<file path="src/rtl/layer_handshake_pkg.sv">
package layer_handshake_pkg;
    typedef enum logic [1:0] {
        HS_IDLE      = 2'd0,
        HS_PRECHARGE = 2'd1,
        HS_EVALUATE  = 2'd2,
        HS_FINISHED  = 2'd3
    } hs_state_e;
endpackage

</file>
<file path="src/rtl/completion_detect.sv">
module completion_detect #(
    parameter int NUM_LAYERS        = 3,
    parameter int NEURONS_PER_LAYER = 4
) (
    input  logic [NUM_LAYERS*NEURONS_PER_LAYER-1:0] ex_out,
    input  logic [NUM_LAYERS*NEURONS_PER_LAYER-1:0] inh_out,
    output logic [NUM_LAYERS-1:0]                   layer_complete
);
    localparam int TOTAL = NUM_LAYERS * NEURONS_PER_LAYER;

    logic [TOTAL-1:0] neuron_fin;

    // Dual-rail style: either rail high marks the neuron as settled.
    assign neuron_fin = ex_out | inh_out;

    for (genvar k = 0; k < NUM_LAYERS; k++) begin : g_layer
        assign layer_complete[k] =
            &neuron_fin[k*NEURONS_PER_LAYER +: NEURONS_PER_LAYER];
    end
endmodule

</file>
<file path="src/rtl/done_tracker.sv">
module done_tracker #(
    parameter int NUM_LAYERS = 3
) (
    input  logic                  clk,
    input  logic                  rst_n,
    input  logic                  clear,
    input  logic                  evaluating,
    input  logic [NUM_LAYERS-1:0] eval_en,
    input  logic [NUM_LAYERS-1:0] layer_complete,
    output logic [NUM_LAYERS-1:0] layer_done
);
    for (genvar k = 0; k < NUM_LAYERS; k++) begin : g_flag
        always_ff @(posedge clk or negedge rst_n) begin
            if (!rst_n) begin
                layer_done[k] <= 1'b0;
            end else if (clear) begin
                layer_done[k] <= 1'b0;
            end else if (evaluating && eval_en[k] && layer_complete[k]) begin
                layer_done[k] <= 1'b1;
            end
        end

        // a flag only rises after its layer was seen fully complete
        a_r3_rise_needs_complete : assert property (@(posedge clk) disable iff (!rst_n)
            $rose(layer_done[k]) |-> $past(layer_complete[k]));

        // flag persists until a clear
        a_r6_done_sticky : assert property (@(posedge clk) disable iff (!rst_n)
            (layer_done[k] && !clear) |=> layer_done[k]);

        if (k > 0) begin : g_order
            // done flags appear in layer order
            a_r4_done_order : assert property (@(posedge clk) disable iff (!rst_n)
                layer_done[k] |-> layer_done[k-1]);
        end
    end
endmodule

</file>
<file path="src/rtl/layer_handshake.sv">
module layer_handshake
    import layer_handshake_pkg::*;
#(
    parameter int NUM_LAYERS        = 3,
    parameter int NEURONS_PER_LAYER = 4,
    parameter int PRECHARGE_CYCLES  = 2
) (
    input  logic                                    clk,
    input  logic                                    rst_n,
    input  logic                                    new_input,
    input  logic [NUM_LAYERS*NEURONS_PER_LAYER-1:0] ex_out,
    input  logic [NUM_LAYERS*NEURONS_PER_LAYER-1:0] inh_out,
    output logic                                    precharge,
    output logic [NUM_LAYERS-1:0]                   eval_en,
    output logic [NUM_LAYERS-1:0]                   layer_done,
    output logic                                    net_done
);
    localparam int CNT_W    = (PRECHARGE_CYCLES > 1) ? $clog2(PRECHARGE_CYCLES) : 1;
    localparam int CNT_LAST = PRECHARGE_CYCLES - 1;

    hs_state_e              state_q, state_d;
    logic [CNT_W-1:0]       cnt_q, cnt_d;
    logic [NUM_LAYERS-1:0]  layer_complete;
    logic                   evaluating;

    completion_detect #(
        .NUM_LAYERS        (NUM_LAYERS),
        .NEURONS_PER_LAYER (NEURONS_PER_LAYER)
    ) u_detect (
        .ex_out         (ex_out),
        .inh_out        (inh_out),
        .layer_complete (layer_complete)
    );

    done_tracker #(
        .NUM_LAYERS (NUM_LAYERS)
    ) u_track (
        .clk            (clk),
        .rst_n          (rst_n),
        .clear          (new_input),
        .evaluating     (evaluating),
        .eval_en        (eval_en),
        .layer_complete (layer_complete),
        .layer_done     (layer_done)
    );

    // State register
    always_ff @(posedge clk or negedge rst_n) begin
        if (!rst_n) begin
            state_q <= HS_IDLE;
            cnt_q   <= '0;
        end else begin
            state_q <= state_d;
            cnt_q   <= cnt_d;
        end
    end

    // Next state
    always_comb begin
        state_d = state_q;
        cnt_d   = cnt_q;
        if (new_input) begin
            state_d = HS_PRECHARGE;
            cnt_d   = '0;
        end else begin
            unique case (state_q)
                HS_IDLE:      state_d = HS_IDLE;
                HS_PRECHARGE: begin
                    if (cnt_q == CNT_W'(CNT_LAST)) state_d = HS_EVALUATE;
                    else                           cnt_d   = cnt_q + 1'b1;
                end
                HS_EVALUATE:  if (layer_done[NUM_LAYERS-1]) state_d = HS_FINISHED;
                HS_FINISHED:  state_d = HS_FINISHED;
                default:      state_d = HS_IDLE;
            endcase
        end
    end

    // Outputs
    always_comb begin
        precharge  = 1'b0;
        evaluating = 1'b0;
        net_done   = 1'b0;
        eval_en    = '0;
        unique case (state_q)
            HS_IDLE:      ;
            HS_PRECHARGE: precharge = 1'b1;
            HS_EVALUATE: begin
                evaluating = 1'b1;
                eval_en    = {layer_done[NUM_LAYERS-2:0], 1'b1};
            end
            HS_FINISHED: begin
                net_done = 1'b1;
                eval_en  = {layer_done[NUM_LAYERS-2:0], 1'b1};
            end
            default:      ;
        endcase
    end

    // no evaluation while the neurons are precharging
    a_r2_no_eval_in_precharge : assert property (@(posedge clk) disable iff (!rst_n)
        precharge |-> (eval_en == '0 && layer_done == '0));

    // a strobe always lands in precharge with cleared flags
    a_r8_strobe_restarts : assert property (@(posedge clk) disable iff (!rst_n)
        new_input |=> (precharge && layer_done == '0 && !net_done));

    // network-done holds until a strobe
    a_r7_net_done_hold : assert property (@(posedge clk) disable iff (!rst_n)
        (net_done && !new_input) |=> net_done);

    // network-done only with the final layer flagged
    a_r7_net_done_needs_last : assert property (@(posedge clk) disable iff (!rst_n)
        net_done |-> layer_done[NUM_LAYERS-1]);
endmodule

</file>
<file path="config.mk">
export PLATFORM = sky130hd
export DESIGN_NAME = layer_handshake
export DESIGN_NICKNAME = d
export VERILOG_FILES = /design/src/rtl/layer_handshake_pkg.sv /design/src/rtl/completion_detect.sv /design/src/rtl/done_tracker.sv /design/src/rtl/layer_handshake.sv
export SDC_FILE = /design/constraint.sdc
export NUM_CORES = 1
export LEC_CHECK = 0
export CELL_PAD_IN_SITES_DETAIL_PLACEMENT = 1
export CELL_PAD_IN_SITES_GLOBAL_PLACEMENT = 2
export CORE_ASPECT_RATIO = 0.8
export CORE_UTILIZATION = 12
export DETAILED_ROUTE_END_ITERATION = 16
export PLACE_DENSITY_LB_ADDON = 0.1
export SETUP_SLACK_MARGIN = 0.02
export SYNTH_ARGS = -nofsm -noshare
export SYNTH_HDL_FRONTEND = slang
export SYNTH_HIERARCHICAL = 1
export SYNTH_SLANG_ARGS = --single-unit
</file>
<file path="constraint.sdc">
create_clock -name clk -period 1.5 [get_ports clk]
set_clock_uncertainty 0.05 [all_clocks]
set_input_delay 0.15 -clock clk [delete_from_list [all_inputs] [get_ports clk]]
set_output_delay 0.15 -clock clk [all_outputs]
set_load 0.02 [all_outputs]
</file>
### Yosys cells after proc, flatten, opt, wreduce, memory -nomap -nowiden

Cells that the tools add are included.

| storage, ports and cells | value |
|---|---|
| register bits | 6 |

| operators by class | value |
|---|---|
| add/sub/neg operators | 1 |
| equal/unequal tests | 5 |
| multiplexer cells | 17 |
| bitwise operators | 1 |
| reductions and logical operators | 16 |

Operator list:

| kind | count |
|---|---|
| 1-bit 2-to-1 mux | 12 |
| 12-bit OR | 1 |
| 4-bit AND reduction | 3 |
| 2-bit case mux with 4 select lines | 1 |
| 2-bit nonzero test | 4 |
| 1-bit logical AND | 6 |
| 2-bit 2-to-1 mux | 3 |
| 2-bit == test, second input constant | 2 |
| 3-bit 2-to-1 mux | 1 |
| 3-bit by 2-bit != test with 1-bit output, second input constant | 1 |
| 3-bit != test, second input constant | 1 |
| 2-bit by 1-bit == test with 1-bit output, second input constant | 1 |
| 2-bit zero test | 1 |
| 2-bit AND reduction | 1 |
| 2-bit OR reduction | 1 |
| 1-bit adder, second input constant | 1 |

### Depth between registers and ports, before layout

Gate-level depths: netlist (run 1).

| logic depth | value |
|---|---|
| word-level depth | 7 |
| gate-level depth with buffers | 4 |

### Modules after synthesis

Netlist (run 1), hierarchy kept.

Modules (own cells, without submodules):

| module | times used | cells each | area each (µm²) |
|---|---|---|---|
| layer_handshake | 1 | 15 | 147.6 |
| done_tracker | 1 | 9 | 105.1 |
| completion_detect | 1 | 9 | 48.8 |

### Worst setup path after synthesis (run 1)

OpenSTA, ideal clock, no wires.

| timing path | value |
|---|---|
| path kind | reg-to-reg |
| start | register u_track.layer_done[1] |
| end | register u_track.layer_done[2] |
| library setup time | 0.119 ns |
| arrival | 0.923 ns |
| required time | 1.331 ns |
| setup slack | 0.408 ns |
| stages on the path, launching flop included | 4 |
| path buffers | 0 |
| period minus slack after synthesis | 1.092 ns |
| path through | dfrtp_1 and2_1 a31oi_1 nor2_1 |

| on the way | value |
|---|---|
| longest elaborated chain between the ends | 4 |

Ends and longest elaborated chain:

| item | RTL line | RTL |
|---|---|---|
| from (decl) | done_tracker.sv:10 | `output logic [NUM_LAYERS-1:0] layer_done` |
| from (signal, indexed assignment) | done_tracker.sv:15 | `layer_done[k] <= 1'b0;` |
| from (signal, indexed assignment) | done_tracker.sv:17 | `layer_done[k] <= 1'b0;` |
| from (signal, indexed assignment) | done_tracker.sv:19 | `layer_done[k] <= 1'b1;` |
| 3-bit 2-to-1 mux | layer_handshake.sv:85 | `unique case (state_q)` |
| net eval_en[2] | layer_handshake.sv:14 | `output logic [NUM_LAYERS-1:0] eval_en,` |
| 1-bit logical AND (2 in series) | done_tracker.sv:18 | `end else if (evaluating && eval_en[k] && layer_complete[k]) begin` |
| 2-bit nonzero test (no line) | n/a |  |

The timed path passes the listed nets, and every way through them passes these cells.
A chain may end at the register's enable or synchronous reset.

### Final worst setup path (run 1)

| timing path | value |
|---|---|
| start | register u_track.layer_done[2] |
| end | output layer_done[2] |

RTL lines:

| item | RTL line | RTL |
|---|---|---|
| to (decl) | layer_handshake.sv:15 | `output logic [NUM_LAYERS-1:0] layer_done,` |

No word-level cell between the ends.

==> flow_summary.html, run 1 <==
<table>
<tr><th>Metric</th><th>Value</th></tr>
<tr><th colspan="2">Placed design</th></tr>
<tr><td>DP HPWL</td><td>1.005 mm</td></tr>
<tr><td>Pre-CTS worst setup slack</td><td>0.02320 ns</td></tr>
<tr><td># port buffers</td><td>34</td></tr>
<tr><td>Final weighted congestion in routability-driven placement</td><td>0.6400</td></tr>
<tr><th colspan="2">Setup path</th></tr>
<tr><td>Total number of cells along the worst setup path</td><td>1</td></tr>
<tr><td>Origin of the critical flop-to-flop path</td><td>state_q[1]$_DFFE_PN0P_</td></tr>
<tr><td>Crit end category</td><td>output port</td></tr>
<tr><td>Critical Path Source</td><td>u_track/layer_done[2]$_DFFE_PN0P_</td></tr>
<tr><td>WP buf/inv</td><td>1</td></tr>
<tr><td>R2R cell count</td><td>3</td></tr>
<tr><td>Largest stage delay, worst path</td><td>0.61 ns</td></tr>
<tr><td>Slowest stage cell, crit path</td><td>clkdlybuf4s50_1</td></tr>
<tr><td>Setup slack, reg-to-reg</td><td>0.47 ns</td></tr>
<tr><td>Endpoint arrival time on the critical path</td><td>1.24 ns</td></tr>
<tr><td>Biggest fanout along the worst timing path</td><td>3</td></tr>
<tr><td>Critical register-to-register path endpoint</td><td>u_track/layer_done[2]$_DFFE_PN0P_</td></tr>
<tr><td>Required @ worst endpoint</td><td>1.30 ns</td></tr>
<tr><td>CP top delay family</td><td>buffers and inverters</td></tr>
<tr><td>Cell chain of the critical path</td><td>clkdlybuf4s50_1</td></tr>
<tr><td>Critical path endpoint</td><td>layer_done[2]</td></tr>
<tr><td>Critical path type</td><td>flip-flop to output port</td></tr>
<tr><td>Setup crit start kind</td><td>flip-flop</td></tr>
<tr><th colspan="2">Global routing</th></tr>
<tr><td>Pin count of the biggest net entering global routing</td><td>10</td></tr>
<tr><td>GRT Overall Usage</td><td>9.538%</td></tr>
<tr><td>Global-route wire length before repair</td><td>1.883 mm</td></tr>
<tr><td>Antenna violations before repair</td><td>0</td></tr>
<tr><td>Vias in the first global route</td><td>436</td></tr>
<tr><td>Global route overflow</td><td>0</td></tr>
<tr><th colspan="2">Yosys</th></tr>
<tr><td>Cell type with the largest total area after synthesis</td><td>dfrtp_1</td></tr>
<tr><td>Fraction of the yosys area taken by sequential cells</td><td>49.79%</td></tr>
<tr><td>Number of library cell types mapped by synthesis</td><td>11</td></tr>
<tr><td>Summed instance area of the synthesized netlist</td><td>301.5 um^2</td></tr>
<tr><td>Count of flip-flops with a built-in enable after synthesis</td><td>0</td></tr>
<tr><td>Most frequently used flop master after synthesis</td><td>dfrtp_1</td></tr>
<tr><td>Ys async rst share</td><td>100.0%</td></tr>
<tr><td>Gate Count Post-Synth</td><td>33</td></tr>
<tr><td>Most frequent cell after synthesis</td><td>nor2_1</td></tr>
<tr><td>Biggest area contributors in the synthesized netlist</td><td>dfrtp_1, o22ai_1, nor2_1</td></tr>
<tr><td>Share of Yosys cell area claimed by the top area cell type</td><td>49.79%</td></tr>
<tr><td>Avg Cell Area, Syn</td><td>9.138 um^2</td></tr>
<tr><td>Number of warning messages in the yosys log</td><td>6</td></tr>
<tr><td>Synth cell count leaders</td><td>nor2_1, dfrtp_1, o22ai_1</td></tr>
<tr><td>Post-Syn Nets</td><td>60</td></tr>
<tr><td>Synthesized flop and latch total</td><td>6</td></tr>
<tr><th colspan="2">Timing</th></tr>
<tr><td>Final setup violating endpoints</td><td>0</td></tr>
<tr><td>Total Neg Setup Slack</td><td>0 ns</td></tr>
<tr><td>Final number of max-transition violations</td><td>0</td></tr>
<tr><td>Final period utilization</td><td>95.81%</td></tr>
<tr><td>Relative slew margins</td><td>81.93%</td></tr>
<tr><td>Total count of hold-check failures in the final report</td><td>0</td></tr>
<tr><td>RSZ-0062 raised after global routing</td><td>no</td></tr>
<tr><td>Worst Max-Slew Pin Slew</td><td>0.2702 ns</td></tr>
<tr><td>Final setup margin</td><td>0.06289 ns</td></tr>
<tr><td>Maximum clock frequency</td><td>695.8 MHz</td></tr>
<tr><td>Final critical-path required period</td><td>1.437 ns</td></tr>
<tr><th colspan="2">Power and ir drop</th></tr>
<tr><td>Worst IR drop on VDD</td><td>240.6 uV</td></tr>
<tr><td>Power Density</td><td>692.1 nW/um^2</td></tr>
<tr><td>Cell-internal power</td><td>362.2 uW</td></tr>
<tr><td>Relative contribution of sequential cells to total power</td><td>38.8%</td></tr>
<tr><td>Switch share</td><td>26.10%</td></tr>
<tr><td>Overall power consumption</td><td>490.1 uW</td></tr>
<tr><td>Clock power frac</td><td>30.5%</td></tr>
<tr><td>Logic pwr share</td><td>30.8%</td></tr>
<tr><td>Net switching power figure</td><td>127.9 uW</td></tr>
<tr><td>Leakage power</td><td>0.0003123 uW</td></tr>
<tr><th colspan="2">Floorplan</th></tr>
<tr><td>Vert. Die Dim</td><td>46.84 um</td></tr>
<tr><td>Area of the core</td><td>2271 um^2</td></tr>
<tr><td>Row cnt</td><td>15</td></tr>
<tr><td>DIE WIDTH</td><td>58.05 um</td></tr>
<tr><td>Effective utilization at floorplan</td><td>13.28%</td></tr>
<tr><td>Area of the die</td><td>2719 um^2</td></tr>
<tr><td>IO Count</td><td>35</td></tr>
<tr><th colspan="2">Clock network</th></tr>
<tr><td>Number of clock sinks seen by CTS</td><td>6</td></tr>
<tr><td>Buffer depth of the longest clock path</td><td>2</td></tr>
<tr><td>Cell at the root of the clock tree</td><td>clkbuf_4</td></tr>
<tr><td>Number of clock buffers inserted by TritonCTS</td><td>3</td></tr>
<tr><td>Depth of the CTS H-tree</td><td>1</td></tr>
<tr><td>Worst-skew pair later-pin latency</td><td>0.25 ns</td></tr>
<tr><td>Clock-pin slew of the registers on the worst-case setup and hold paths</td><td>0.05 ns</td></tr>
<tr><td>Clock tree from TritonCTS</td><td>yes</td></tr>
<tr><td>Cts-stage hold buffer count</td><td>0</td></tr>
<tr><th colspan="2">Layout</th></tr>
<tr><td>Share of layout cells above drive strength 1</td><td>8.571%</td></tr>
<tr><td>Fill cell instance count of the final layout</td><td>274</td></tr>
<tr><td>Layout Nets</td><td>99</td></tr>
<tr><td>Antenna diode count</td><td>0</td></tr>
<tr><td>Syn-to-layout area delta</td><td>134.9%</td></tr>
<tr><th colspan="2">Routing</th></tr>
<tr><td>Sum of routed wire length over all layers</td><td>1.140 mm</td></tr>
<tr><td>Number of search-and-repair iterations in the first detailed-routing pass</td><td>4</td></tr>
<tr><td>Drt initial violations</td><td>3</td></tr>
<tr><td>Wire length per cell after detailed routing</td><td>10.96 um</td></tr>
<tr><td>Via count</td><td>397</td></tr>
<tr><td>Total DRC errors in the routed layout</td><td>0</td></tr>
<tr><td>Count of antenna-violating nets left after detailed routing</td><td>0</td></tr>
<tr><td>DR vias/cell</td><td>3.817</td></tr>
<tr><th colspan="2">Flow run</th></tr>
<tr><td>Number of max-cap violations</td><td>0</td></tr>
<tr><th colspan="2">Outcome</th></tr>
<tr><td>Status</td><td>completed</td></tr>
<tr><th colspan="2">Min path</th></tr>
<tr><td>Min-Delay Path Class</td><td>input port to async pin</td></tr>
</table>
[sequential cells by signal, indices dropped and copies added, names as in the netlist]
| register | cells |
|---|---|
| cnt_q | 1 |
| state_q | 2 |
| u_track/layer_done | 3 |
[through the flow]
step                      hold WS [ns]  utilization [%]  cell area, um^2  std cells
after floorplan                -0.1956                -            301.5         33
final                          0.09283            31.18            708.2        104
after CTS                       0.1001            31.07            705.7        104
after detailed placement        0.3666            30.30            688.2        101
after global placement          0.3698            30.30            688.2        101
after global routing            0.1112            31.18            708.2        104
[worst min-delay path by stage]
stage,endpoint,cells past startpoint,slack [ns]
finish,u_track/layer_done[1]$_DFFE_PN0P_,1,0.09
global route,u_track/layer_done[2]$_DFFE_PN0P_,1,0.11
CTS,u_track/layer_done[1]$_DFFE_PN0P_,1,0.10
detailed placement,state_q[0]$_DFFE_PN0P_,1,0.37
global placement,u_track/layer_done[2]$_DFFE_PN0P_,1,0.37
floorplan,cnt_q$_DFFE_PN0P_,0,-0.20
[power groups by stage]
stage,sequential (uW),combinational [uW],clock [uW]
after floorplan,188,55.0,0
after global placement,192,163,0
after detailed placement,192,162,0
after CTS,190,154,156
after global routing,192,166,166
final,190,151,149
[layer usage]
metal	global-route usage [%]	vias to the layer above	share of wire (%)
met5	0	-	0
met4	2.857	0	0
met3	3.581	0	5.1
met2	16.78	13	50
met1	11.11	188	45
li1	-	196	-
[placed cells by master (no fill, tap or decap), types with 2 or more instances in the layout]
master	count
dfrtp_1	5
o22ai_1	6
and2_1	3
nor2_1	8
dlygate4sd2_1	5
clkdlybuf4s50_1	28
a31oi_1	3
clkbuf_4	3
a21oi_1	2
[kinds of logic after synthesis]
family                 Yosys count  share of synthesized area, %
buffers and inverters            1                         1.244
AOI/OAI and AO/OA               13                         27.80
and+or+nand+nor                 13                         21.16
DFF                              6                         49.79
[cell type report]
class	instances	area, um^2	share of cell area [%]
repair buffers	35	344.1	48.59
clock buffers	3	22.52	3.180
flip-flops and latches	6	151.4	21.38
multi-input cells	26	147.6	20.85
well taps	34	42.54	6.007
[what timing repair did]
action / in CTS / in global routing
buffers inserted: 0 / 0
pin swaps: 0 / 0
gates resized for setup: 6 / 1
setup endpoints to repair: 5 / 1
Power figures use the tool's default switching activity.
==> inputs of run 2 (changes only) <==
==> constraint.sdc (replaced) <==
create_clock -name clk -period 1.5 [get_ports clk]
set_clock_uncertainty 0.05 [all_clocks]
set_input_delay 0.3 -clock clk [delete_from_list [all_inputs] [get_ports clk]]
set_output_delay 0.3 -clock clk [all_outputs]
set_load 0.02 [all_outputs]
==> flow_summary.html, run 2 (same netlist as run 1, synthesis figures left out) <==
<table>
<tr><th>Metric</th><th>Value</th></tr>
<tr><th colspan="2">Outcome</th></tr>
<tr><td>Status</td><td>completed</td></tr>
<tr><th colspan="2">Global routing</th></tr>
<tr><td>Vias in the first global route</td><td>440 (+0.92%)</td></tr>
<tr><td>Pin count of the biggest net entering global routing</td><td>8 (-2)</td></tr>
<tr><td>Global route overflow</td><td>0 (unchanged)</td></tr>
<tr><td>GRT Overall Usage</td><td>9.892% (+0.35 points)</td></tr>
<tr><td>Antenna violations before repair</td><td>0 (unchanged)</td></tr>
<tr><td>Global-route wire length before repair</td><td>1.966 mm (+4.4%)</td></tr>
<tr><th colspan="2">Timing</th></tr>
<tr><td>Maximum clock frequency</td><td>709.8 MHz (+2.0%)</td></tr>
<tr><td>Worst Max-Slew Pin Slew</td><td>0.2891 ns (+0.01888 ns)</td></tr>
<tr><td>Relative slew margins</td><td>80.67% (-1.3 points)</td></tr>
<tr><td>Final setup violating endpoints</td><td>0 (unchanged)</td></tr>
<tr><td>Total count of hold-check failures in the final report</td><td>0 (unchanged)</td></tr>
<tr><td>Total Neg Setup Slack</td><td>0 ns (unchanged)</td></tr>
<tr><td>RSZ-0062 raised after global routing</td><td>no</td></tr>
<tr><td>Final number of max-transition violations</td><td>0 (unchanged)</td></tr>
<tr><td>Final period utilization</td><td>93.93% (-1.9 points)</td></tr>
<tr><td>Final setup margin</td><td>0.09111 ns (+0.02822 ns)</td></tr>
<tr><td>Final critical-path required period</td><td>1.409 ns (-0.02822 ns)</td></tr>
<tr><th colspan="2">Clock network</th></tr>
<tr><td>Cell at the root of the clock tree</td><td>clkbuf_4</td></tr>
<tr><td>Cts-stage hold buffer count</td><td>0 (unchanged)</td></tr>
<tr><td>Buffer depth of the longest clock path</td><td>2 (unchanged)</td></tr>
<tr><td>Clock tree from TritonCTS</td><td>yes</td></tr>
<tr><td>Clock-pin slew of the registers on the worst-case setup and hold paths</td><td>0.05 ns (about the same)</td></tr>
<tr><td>Number of clock buffers inserted by TritonCTS</td><td>3 (unchanged)</td></tr>
<tr><td>Depth of the CTS H-tree</td><td>1 (unchanged)</td></tr>
<tr><td>Worst-skew pair later-pin latency</td><td>0.25 ns (about the same)</td></tr>
<tr><td>Number of clock sinks seen by CTS</td><td>6 (unchanged)</td></tr>
<tr><th colspan="2">Placed design</th></tr>
<tr><td>Final weighted congestion in routability-driven placement</td><td>0.6361 (-0.61%)</td></tr>
<tr><td># port buffers</td><td>34 (unchanged)</td></tr>
<tr><td>Pre-CTS worst setup slack</td><td>-0.1200 ns (-0.1432 ns)</td></tr>
<tr><td>DP HPWL</td><td>982.5 um (-2.3%)</td></tr>
<tr><th colspan="2">Routing</th></tr>
<tr><td>Wire length per cell after detailed routing</td><td>10.96 um (about the same)</td></tr>
<tr><td>Total DRC errors in the routed layout</td><td>0 (unchanged)</td></tr>
<tr><td>Count of antenna-violating nets left after detailed routing</td><td>0 (unchanged)</td></tr>
<tr><td>Via count</td><td>410 (+3.3%)</td></tr>
<tr><td>Sum of routed wire length over all layers</td><td>1.195 mm (+4.8%)</td></tr>
<tr><td>Number of search-and-repair iterations in the first detailed-routing pass</td><td>4 (unchanged)</td></tr>
<tr><td>DR vias/cell</td><td>3.761 (-1.5%)</td></tr>
<tr><td>Drt initial violations</td><td>3 (unchanged)</td></tr>
<tr><th colspan="2">Setup path</th></tr>
<tr><td>Biggest fanout along the worst timing path</td><td>2 (-1)</td></tr>
<tr><td>Critical path type</td><td>flip-flop to output port</td></tr>
<tr><td>Setup crit start kind</td><td>flip-flop</td></tr>
<tr><td>Endpoint arrival time on the critical path</td><td>1.06 ns (-0.18 ns)</td></tr>
<tr><td>Required @ worst endpoint</td><td>1.15 ns (-0.15 ns)</td></tr>
<tr><td>Crit end category</td><td>output port</td></tr>
<tr><th colspan="2">Layout</th></tr>
<tr><td>Layout Nets</td><td>104 (+5.1%)</td></tr>
<tr><td>Largest registers</td><td>u_track/layer_done (3), state_q (2), cnt_q (1)</td></tr>
<tr><td>Syn-to-layout area delta</td><td>139.0%</td></tr>
<tr><td>Max reg flops</td><td>3 (unchanged)</td></tr>
<tr><td>Most flop-heavy register</td><td>u_track/layer_done</td></tr>
<tr><td>Antenna diode count</td><td>0 (unchanged)</td></tr>
<tr><td>Commonest cells after routing, fill and taps aside</td><td>clkdlybuf4s50_1, nor2_1, buf_4, o22ai_1, dfrtp_1</td></tr>
<tr><td>Leading cell type in the layout, fill and taps excluded</td><td>clkdlybuf4s50_1</td></tr>
<tr><td>Share of layout cells above drive strength 1</td><td>21.33% (+13 points)</td></tr>
<tr><th colspan="2">Floorplan</th></tr>
<tr><td>IO Count</td><td>35 (unchanged)</td></tr>
<tr><td>Effective utilization at floorplan</td><td>13.28% (unchanged)</td></tr>
<tr><td>Vert. Die Dim</td><td>46.84 um (unchanged)</td></tr>
<tr><td>DIE WIDTH</td><td>58.05 um (unchanged)</td></tr>
<tr><td>Area of the die</td><td>2719 um^2 (unchanged)</td></tr>
<tr><td>Row cnt</td><td>15 (unchanged)</td></tr>
<tr><td>Area of the core</td><td>2271 um^2 (unchanged)</td></tr>
<tr><th colspan="2">Flow run</th></tr>
<tr><td>Number of max-cap violations</td><td>0 (unchanged)</td></tr>
<tr><th colspan="2">Power and ir drop</th></tr>
<tr><td>Power Density</td><td>703.1 nW/um^2 (+1.6%)</td></tr>
<tr><td>Leakage power</td><td>0.0003227 uW (+3.3%)</td></tr>
<tr><td>Worst IR drop on VDD</td><td>196.1 uV (-18%)</td></tr>
<tr><th colspan="2">Min path</th></tr>
<tr><td>Min-Delay Path Class</td><td>input port to async pin</td></tr>
</table>
run 2: cell types whose count changed in the layout (fill, tap and decap cells not counted), sizes merged:
cell           before  now
dlygate4sd2         5    3
clkbuf              3    4
clkdlybuf4s50      28   26
buf                 1   10
dlymetal6s2s        1    0
run 2: per-stage QoR:
stage	utilization [%]	total power (uW)	hold WS (ns)	cell area, um^2	instances
2_1_floorplan	-	242.8	-0.04559	301.5	33
3_3_place_gp	31.63	367.6	0.4319	718.2	105
3_5_place_dp	31.63	367.2	0.4381	718.2	105
4_1_cts	33.06	524.7	0.2506	750.7	109
6_report	31.74	506.8	0.2467	720.7	109
5_1_grt	31.74	539.9	0.2533	720.7	109
run 2: routing by layer:
metal	part of all wire (%)	global-route usage, %
met4	0	2.857
met2	49	17.01
met1	45	11.92
met3	5.3	3.581
met5	0	0
run 2: report_power, final:
part	internal [uW]	switching, uW	leakage [uW]
Clock	90.6	59.6	0.0000138
Sequential	175	12.5	0.0000762
Combinational	107	62.6	0.000233
Total	372	135	0.000323
run 2: final cells by class:
cell class	count	area, um^2
sequential	6	151.4
fill	271	1550
clock buffer	3	22.52
multi-input combinational	26	147.6
timing repair buffer	40	356.6
tap	34	42.54
run 2: worst paths after layout:
check / from / end / slack, ns / cells after the start
hold / removal: rst_n / u_track/layer_done[2]$_DFFE_PN0P_ / 0.25 / 1
setup reg to reg: state_q[1]$_DFFE_PN0P_ / u_track/layer_done[1]$_DFFE_PN0P_ / 0.36 / 4
max in group asynchronous: rst_n / state_q[1]$_DFFE_PN0P_ / 0.90 / 1
setup / recovery: u_track/layer_done[1]$_DFFE_PN0P_ / layer_done[1] / 0.09 / 2
min in group clk: cnt_q$_DFFE_PN0P_ / state_q[0]$_DFFE_PN0P_ / 0.44 / 1
hold reg to reg: cnt_q$_DFFE_PN0P_ / state_q[0]$_DFFE_PN0P_ / 0.44 / 1
run 2: timing repair:
action | 4_1_cts | 5_1_grt
setup buffers | 1 | 0
endpoints found under the setup margin | 8 | 5
cloned | 0 | 0
gates resized for setup | 18 | 5
pin swaps | 0 | 0
run 2: worst max-delay path, cell delays in order, from the launching register on:
cell and delay (ns):
dfrtp_1 0.37, buf_4 0.13, dlygate4sd2_1 0.31
